### config.mk
export PLATFORM = sky130hd
export DESIGN_NAME = supply_thr_calc
export DESIGN_NICKNAME = d
export VERILOG_FILES = /design/src/rtl/thr_pkg.sv /design/src/rtl/thr_ctrl.sv /design/src/rtl/thr_datapath.sv /design/src/rtl/supply_thr_calc.sv
export SDC_FILE = /design/constraint.sdc
export NUM_CORES = 2
export LEC_CHECK = 0
export ABC_CLOCK_PERIOD_IN_PS = 21200
export CORE_UTILIZATION = 30
export CTS_BUF_LIST = sky130_fd_sc_hd__clkbuf_8 sky130_fd_sc_hd__clkbuf_16
export CTS_CLUSTER_SIZE = 12
export DETAILED_ROUTE_END_ITERATION = 8
export PLACE_DENSITY = 0.48
export SETUP_SLACK_MARGIN = 0.3
export SLEW_MARGIN = 0
export SYNTH_ARGS = -nofsm -noshare
export SYNTH_HDL_FRONTEND = slang
export SYNTH_SLANG_ARGS = --single-unit
### constraint.sdc
create_clock -name clk -period 21.2 [get_ports clk]
set_clock_uncertainty 0.05 [all_clocks]
set_input_delay 5.3 -clock clk [delete_from_list [all_inputs] [get_ports clk]]
set_output_delay 5.3 -clock clk [all_outputs]
set_load 0.02 [all_outputs]
### src/rtl/thr_pkg.sv
package thr_pkg;
  localparam int VAL_W  = 32;
  localparam int FRAC_W = 27;

  typedef struct packed {
    logic capture;
    logic publish;
  } thrCtl_t;
endpackage

### src/rtl/thr_ctrl.sv
module thr_ctrl
  import thr_pkg::*;
(
  input  logic    clk,
  input  logic    rstN,
  input  logic    sampleStb,
  output thrCtl_t ctl,
  output logic    validOut
);
  logic validQ;

  always_ff @(posedge clk) begin
    if (!rstN) validQ <= 1'b0;
    else       validQ <= sampleStb;
  end

  always_comb begin
    ctl.capture = sampleStb;
    ctl.publish = validQ;
  end

  assign validOut = validQ;

  // valid pulse follows a strobe by exactly one edge
  assert_valid_lag_R6: assert property (@(posedge clk) disable iff (!rstN)
    sampleStb |=> validOut);
  assert_valid_idle_R6: assert property (@(posedge clk) disable iff (!rstN)
    !sampleStb |=> !validOut);
endmodule

### src/rtl/thr_datapath.sv
module thr_datapath
  import thr_pkg::*;
#(
  parameter int W = VAL_W,
  parameter int F = FRAC_W
) (
  input  logic         clk,
  input  logic         rstN,
  input  thrCtl_t      ctl,
  input  logic [W-1:0] supply,
  input  logic [W-1:0] thrCeil,
  input  logic [W-1:0] thrFloor,
  input  logic [W-1:0] knee,
  input  logic [W-1:0] slope,
  output logic [W-1:0] thrOut
);
  localparam int PW = 2 * W;
  localparam int DW = PW - F;

  logic         belowKnee;
  logic [W-1:0] deficit;
  logic [PW-1:0] prodFull;
  logic [DW-1:0] dropAmt;
  logic [DW-1:0] ceilExt;
  logic [W-1:0] tracked;
  logic [W-1:0] floored;
  logic [W-1:0] thrQ;

  always_comb begin
    belowKnee = supply < knee;
    deficit   = belowKnee ? (knee - supply) : '0;
    prodFull  = PW'(slope) * PW'(deficit);
    dropAmt   = DW'(prodFull >> F);
    ceilExt   = DW'(thrCeil);
    if (dropAmt >= ceilExt) tracked = '0;
    else                    tracked = thrCeil - W'(dropAmt);
    floored   = (tracked < thrFloor) ? thrFloor : tracked;
  end

  always_ff @(posedge clk) begin
    if (!rstN)            thrQ <= '0;
    else if (ctl.capture) thrQ <= floored;
  end

  assign thrOut = thrQ;

  // never below the floor that was present at the strobe
  assert_floor_R5: assert property (@(posedge clk) disable iff (!rstN)
    ctl.capture |=> thrOut >= $past(thrFloor));
  // at or above the knee the ceiling is passed through
  assert_flat_R2: assert property (@(posedge clk) disable iff (!rstN)
    (ctl.capture && supply >= knee && thrFloor <= thrCeil) |=> thrOut == $past(thrCeil));
  // tracking never raises the threshold above the ceiling
  assert_cap_R3: assert property (@(posedge clk) disable iff (!rstN)
    (ctl.capture && thrFloor <= thrCeil) |=> thrOut <= $past(thrCeil));
  // output holds between strobes
  assert_hold_R7: assert property (@(posedge clk) disable iff (!rstN)
    !ctl.capture |=> $stable(thrOut));
endmodule

### src/rtl/supply_thr_calc.sv
module supply_thr_calc
  import thr_pkg::*;
#(
  parameter int W = VAL_W,
  parameter int F = FRAC_W
) (
  input  logic         clk,
  input  logic         rstN,
  input  logic         sampleStb,
  input  logic [W-1:0] supply,
  input  logic [W-1:0] thrCeil,
  input  logic [W-1:0] thrFloor,
  input  logic [W-1:0] knee,
  input  logic [W-1:0] slope,
  output logic [W-1:0] thrOut,
  output logic         thrValid
);
  thrCtl_t ctl;

  thr_ctrl u_ctrl (
    .clk       (clk),
    .rstN      (rstN),
    .sampleStb (sampleStb),
    .ctl       (ctl),
    .validOut  (thrValid)
  );

  thr_datapath #(.W(W), .F(F)) u_dp (
    .clk      (clk),
    .rstN     (rstN),
    .ctl      (ctl),
    .supply   (supply),
    .thrCeil  (thrCeil),
    .thrFloor (thrFloor),
    .knee     (knee),
    .slope    (slope),
    .thrOut   (thrOut)
  );
endmodule

[Word-level counts from Yosys, hierarchy flattened]
Cells that the tools add are included.
Operators by class
  add/subtract/negate cells: 2
  $mul: 1
  order comparisons: 3
  muxes and demuxes: 3
Operators by type and width (number)
  32-bit two-way mux: 3
  32-bit less-than comparator: 2
  32-bit by 32-bit multiplier with 64-bit output: 1
  32-bit subtractor: 2
  37-bit by 32-bit >= comparator with 1-bit output: 1
Word-level totals
  register bits after elaboration: 33
  bits of input ports: 163
  logic and storage cells: 11

[Longest topological paths before layout]
  depth after elaboration: 7
  mapped depth: 65
  gate-level depth less buffers: 62

[By module]
Synthesis repeated with hierarchy kept, for this count alone.
Second synthesis, totals
  cells, all modules: 4567
  area, all modules: 39726.9 um^2
By module, submodules not included
  thr_datapath: instances 1, cells an instance 4563, area each 39685.6 um^2
  thr_ctrl: instances 1, cells an instance 4, area each 41.3 um^2

[Least setup slack after synthesis]
Ideal clock, no wire load.
  path kind: in2reg
  from: input knee[0]
  to: register u_dp.thrQ[25], in the netlist u_dp.thrOut[25]
  arrival time: 19.121 ns
  required time: 21.076 ns
  path slack: 1.955 ns
  cell stages on the path: 60
  path buffers: 7
  cell sequence: inv_1 > ha_1 > fa_1 > nand2b_1 > a211oi_1 > o2111ai_1 > a21oi_1 > o21a_1 > clkbuf_1 > clkbuf_1 > clkbuf_1 > clkbuf_1 > nand3_1 > fa_1 > fa_1 > inv_1 > fa_1 > fa_1 > (+24 left out) > a211oi_1 > and4_1 > buf_4 > buf_2 > and3_1 > ha_1 > a21o_1 > a21o_1 > a21o_1 > a21o_1 > a21o_1 > a21o_1 > a221oi_1 > o21ai_0 > o21ba_2 > clkbuf_1 > o211ai_1 > a31oi_1
Between the ends
  longest elaborated chain between the ends: 7
Ends and longest elaborated chain
  from (decl): RTL line supply_thr_calc.sv:13  | input logic [W-1:0] knee,
  32-bit subtractor or 32-bit less-than comparator (tied branches): RTL line thr_datapath.sv:31, thr_datapath.sv:30
  32-bit two-way mux (*): RTL line thr_datapath.sv:31  | deficit = belowKnee ? (knee - supply) : '0;
  32-bit by 32-bit multiplier with 64-bit output (*): RTL line thr_datapath.sv:32  | prodFull = PW'(slope) * PW'(deficit);
  32-bit subtractor or 37-bit by 32-bit >= comparator with 1-bit output (tied branches): RTL line thr_datapath.sv:36, thr_datapath.sv:35
  32-bit two-way mux (*): RTL line thr_datapath.sv:35  | if (dropAmt >= ceilExt) tracked = '0;
  32-bit less-than comparator: RTL line thr_datapath.sv:37  | floored = (tracked < thrFloor) ? thrFloor : tracked;
  32-bit two-way mux (*): RTL line thr_datapath.sv:37
  to (signal assigned): RTL line thr_datapath.sv:42  | else if (ctl.capture) thrQ <= floored;
  to (decl): RTL line thr_datapath.sv:27  | logic [W-1:0] thrQ;
Every way passes the cells marked *; elsewhere a longest branch is shown, timed or not.
A chain may end at the register's enable or synchronous reset.

[Final worst setup path]
  from: input supply[1]
  to: register u_dp.thrQ[27], in the netlist u_dp.thrOut[27]
Between the ends
  longest elaborated chain between the ends: 7
Ends and longest elaborated chain
  from (decl): RTL line supply_thr_calc.sv:10  | input logic [W-1:0] supply,
  32-bit subtractor or 32-bit less-than comparator (tied branches): RTL line thr_datapath.sv:31, thr_datapath.sv:30
  32-bit two-way mux (*): RTL line thr_datapath.sv:31
  32-bit by 32-bit multiplier with 64-bit output (*): RTL line thr_datapath.sv:32
  32-bit subtractor or 37-bit by 32-bit >= comparator with 1-bit output (tied branches): RTL line thr_datapath.sv:36, thr_datapath.sv:35
  32-bit two-way mux (*): RTL line thr_datapath.sv:35
  32-bit less-than comparator: RTL line thr_datapath.sv:37
  32-bit two-way mux (*): RTL line thr_datapath.sv:37
Marks and branches as above.

==> impl_metrics.tcl <==
set metrics [dict create \
    vias 32900 \
    drtIter0Drc 1967 \
    synth_cell_types 82 \
    min_path_type "reg -> reg" \
    timing.final.crit_share 0.962 \
    grt_first_pass_wirelength_mm 219 \
    cts.sinks 33 \
    cp_slowest_stage_delay_ns 0.58 \
    slowest_stage "fa_1" \
    synth_flop_cell "dfxtp_1" \
    ys_seq_area_frac 0.0164 \
    die_y_microns 368 \
    synth_edf_count 0 \
    cp.required_ns 21.26 \
    synth_area_sq_mm 0.0403 \
    first_global_vias 35600 \
    synth_fp_nets 6132 \
    cts_root_buf "clkbuf_16" \
    crit_type "in -> reg" \
    finalSetupViolCount 0 \
    design.core.area_sq_mm 0.133 \
    path_max_fanout 13 \
    hpwlAfterDp_mm 119 \
    holdBufCountCts 0 \
    grt_max_degree 66 \
    async_reset_ff_frac 0 \
    worstMarginPinSlew_ns 1.14 \
    area_delta_synth_final_pct 13.6 \
    ant_nets 0 \
    die_width_microns 368 \
    cts_buffer_depth 2 \
    clk_pin_slew_worst_paths_ns 0.05 \
    gp_congestion 0.902 \
    crit_path_frequent_cell "fa_1" \
    grt.overflow.total 0 \
    fin_nets 6294 \
    syn_inst 4686 \
    rrSetupSlack_ns 20.38 \
    start_util 0.302 \
    crit_buf_inv 12 \
    drc 0 \
    viasPerCell 4.96 \
    min_period_ns 20.39 \
    pre_cts_ws_ns -0.427 \
    cp-start-kind "input port" \
    cts_made_buffers 5 \
    io_pins 196 \
    slew_viol_final 0 \
    crit_family "compound AO/OA/AOI/OAI gates" \
    slew_headroom 0.237 \
    wirelength_mm 141 \
    wl_per_cell_microns 21.3 \
    die_area_sq_mm 0.136 \
    h-tree-depth 2 \
    drt_pre_antenna_iters 8 \
    worstPathArrival_ns 20.45 \
    yosys_warnings 0 \
    antenna_found_initial 7 \
    status "finished clean" \
    final.setup.worst_slack_ns 0.813 \
    rsz0062_at_grt "false" \
    clock_latency_ns 0.28 \
    worstSetupEndpointType "flip-flop" \
    synth-seq-cells 33 \
    final_layout_size_suffix_gt1_frac 0.0658 \
    rows 134 \
    cts_tree "done" \
    hold_viol 0 \
    fmax_mhz 49.1 \
    synth.avg_cell_area_sq_um 8.60 \
    drv_cap 0 \
    portBuffers 195 \
    grt_usage 0.210 \
]
-- cell type report --
type                    count  area (sq um)
clock inverters             1          3.75
flip-flops and latches     33           661
diodes                      6          15.0
multi-input cells        3407         35200
clock buffers               6           139
inverters                 972          3650
well taps                1768          2210
fillers                 14100         87500
repair buffers            429          3840
-- final timing paths --
check / start / endpoint / depth (start not counted)
max: supply[1] / u_dp.thrOut[27] / 61
min reg2reg: u_dp.thrOut[6] / u_dp.thrOut[6] / 2
max reg2reg: u_dp.thrOut[22] / u_dp.thrOut[22] / 2
min: u_dp.thrOut[6] / u_dp.thrOut[6] / 2
-- sequential cells by signal, indices dropped and copies added (netlist names) --
register and flops:
u_dp.thrOut 32, u_ctrl.validOut 1
-- through the flow --
step | instance area (sq um) | setup TNS [ns] | hold slack, ns | instances | utilization
4_1_cts | 45500 | 0 | 0.494 | 6608 | 0.341
2_1_floorplan | 40300 | 0 | 0.542 | 4686 | -
3_5_place_dp | 45300 | -12.26 | 0.481 | 6598 | 0.340
6_report | 45800 | 0 | 0.495 | 6622 | 0.343
5_1_grt | 45700 | 0 | 0.533 | 6618 | 0.343
3_3_place_gp | 45300 | -12.16 | 0.491 | 6598 | 0.340
-- cells in the mapped netlist (4+ instances only) --
master,number,area share
a211o_1,9,0.0020
a21oi_1,138,0.017
o2111ai_1,41,0.0089
and2_1,414,0.064
nand3_1,78,0.0097
and3_1,116,0.018
a31oi_1,47,0.0073
buf_2,16,0.0020
ha_1,386,0.12
o21bai_1,24,0.0045
nand2_1,476,0.044
a21o_1,83,0.015
o21a_1,14,0.0026
o211ai_1,47,0.0088
nor2b_1,10,0.0016
fa_1,897,0.45
o21ai_0,117,0.015
clkbuf_1,246,0.023
nand4_1,40,0.0062
clkbuf_2,7,0.00087
xor2_1,37,0.0080
or3_1,10,0.0016
inv_1,972,0.091
a2111oi_0,5,0.0011
nand2b_1,12,0.0019
xnor2_1,55,0.012
o21ai_1,9,0.0011
nor2_1,165,0.015
o31ai_1,4,0.00075
a211oi_1,8,0.0015
o211a_1,4,0.00099
and3b_1,10,0.0022
o221ai_1,4,0.00087
nor4_1,7,0.0011
dfxtp_1,33,0.016
nor3_1,46,0.0057
and4_1,6,0.0013
a21boi_0,21,0.0039
-- worst register-to-register path, cell delays in order, from the launching register on --
cell     delay (ns)
dfxtp_1        0.39
o21ai_0        0.09
a31oi_1        0.21
-- per-layer routing --
layer | global-route usage | routed length [microns]
met1 | 0.282 | 61000
met2 | 0.368 | 70400
met5 | 0 | 0
met3 | 0.0115 | 5340
met4 | 0.0485 | 4010
-- placed cells by master (no fill, tap or decap), types with 11 or more instances in the layout --
| cell type | n |
|---|---|
| inv_1 | 973 |
| fa_1 | 897 |
| nand2_1 | 476 |
| and2_1 | 414 |
| ha_1 | 385 |
| buf_4 | 222 |
| clkdlybuf4s50_1 | 193 |
| nor2_1 | 147 |
| a21oi_1 | 131 |
| o21ai_0 | 115 |
| and3_1 | 115 |
| a21o_1 | 83 |
| nand3_1 | 78 |
| xnor2_1 | 52 |
| a31oi_1 | 47 |
| o211ai_1 | 47 |
| nor3_1 | 43 |
| nand4_1 | 40 |
| o2111ai_1 | 39 |
| xor2_1 | 34 |
| dfxtp_1 | 33 |
| o21bai_1 | 23 |
| a21boi_0 | 18 |
| o21a_1 | 13 |
| nand2b_1 | 12 |
| nor2_4 | 11 |
| buf_12 | 11 |
-- timing repair --
| item | CTS | global route |
|---|---|---|
| cloned | 0 | 1 |
| gates resized for setup | 3 | 43 |
| buffers inserted | 3 | 7 |
| pin swaps | 4 | 9 |
| endpoints found under the setup margin | 32 | 32 |
-- kinds of logic (layout without fill, tap and decap cells) --
logic type | Yosys count | after routing | synth area share
compound gates | 621 | 622 | 0.103
buf+inv | 1247 | 1408 | 0.118
other cells | 0 | 6 | 0
simple gates | 1409 | 1409 | 0.177
xor+xnor | 92 | 92 | 0.0200
fa+ha+maj | 1283 | 1283 | 0.566
mux | 1 | 1 | 0.000280
flops | 33 | 33 | 0.0164
Power is not shown: default switching activity piles up to over one toggle a cycle in this logic, so the estimate is an artifact.
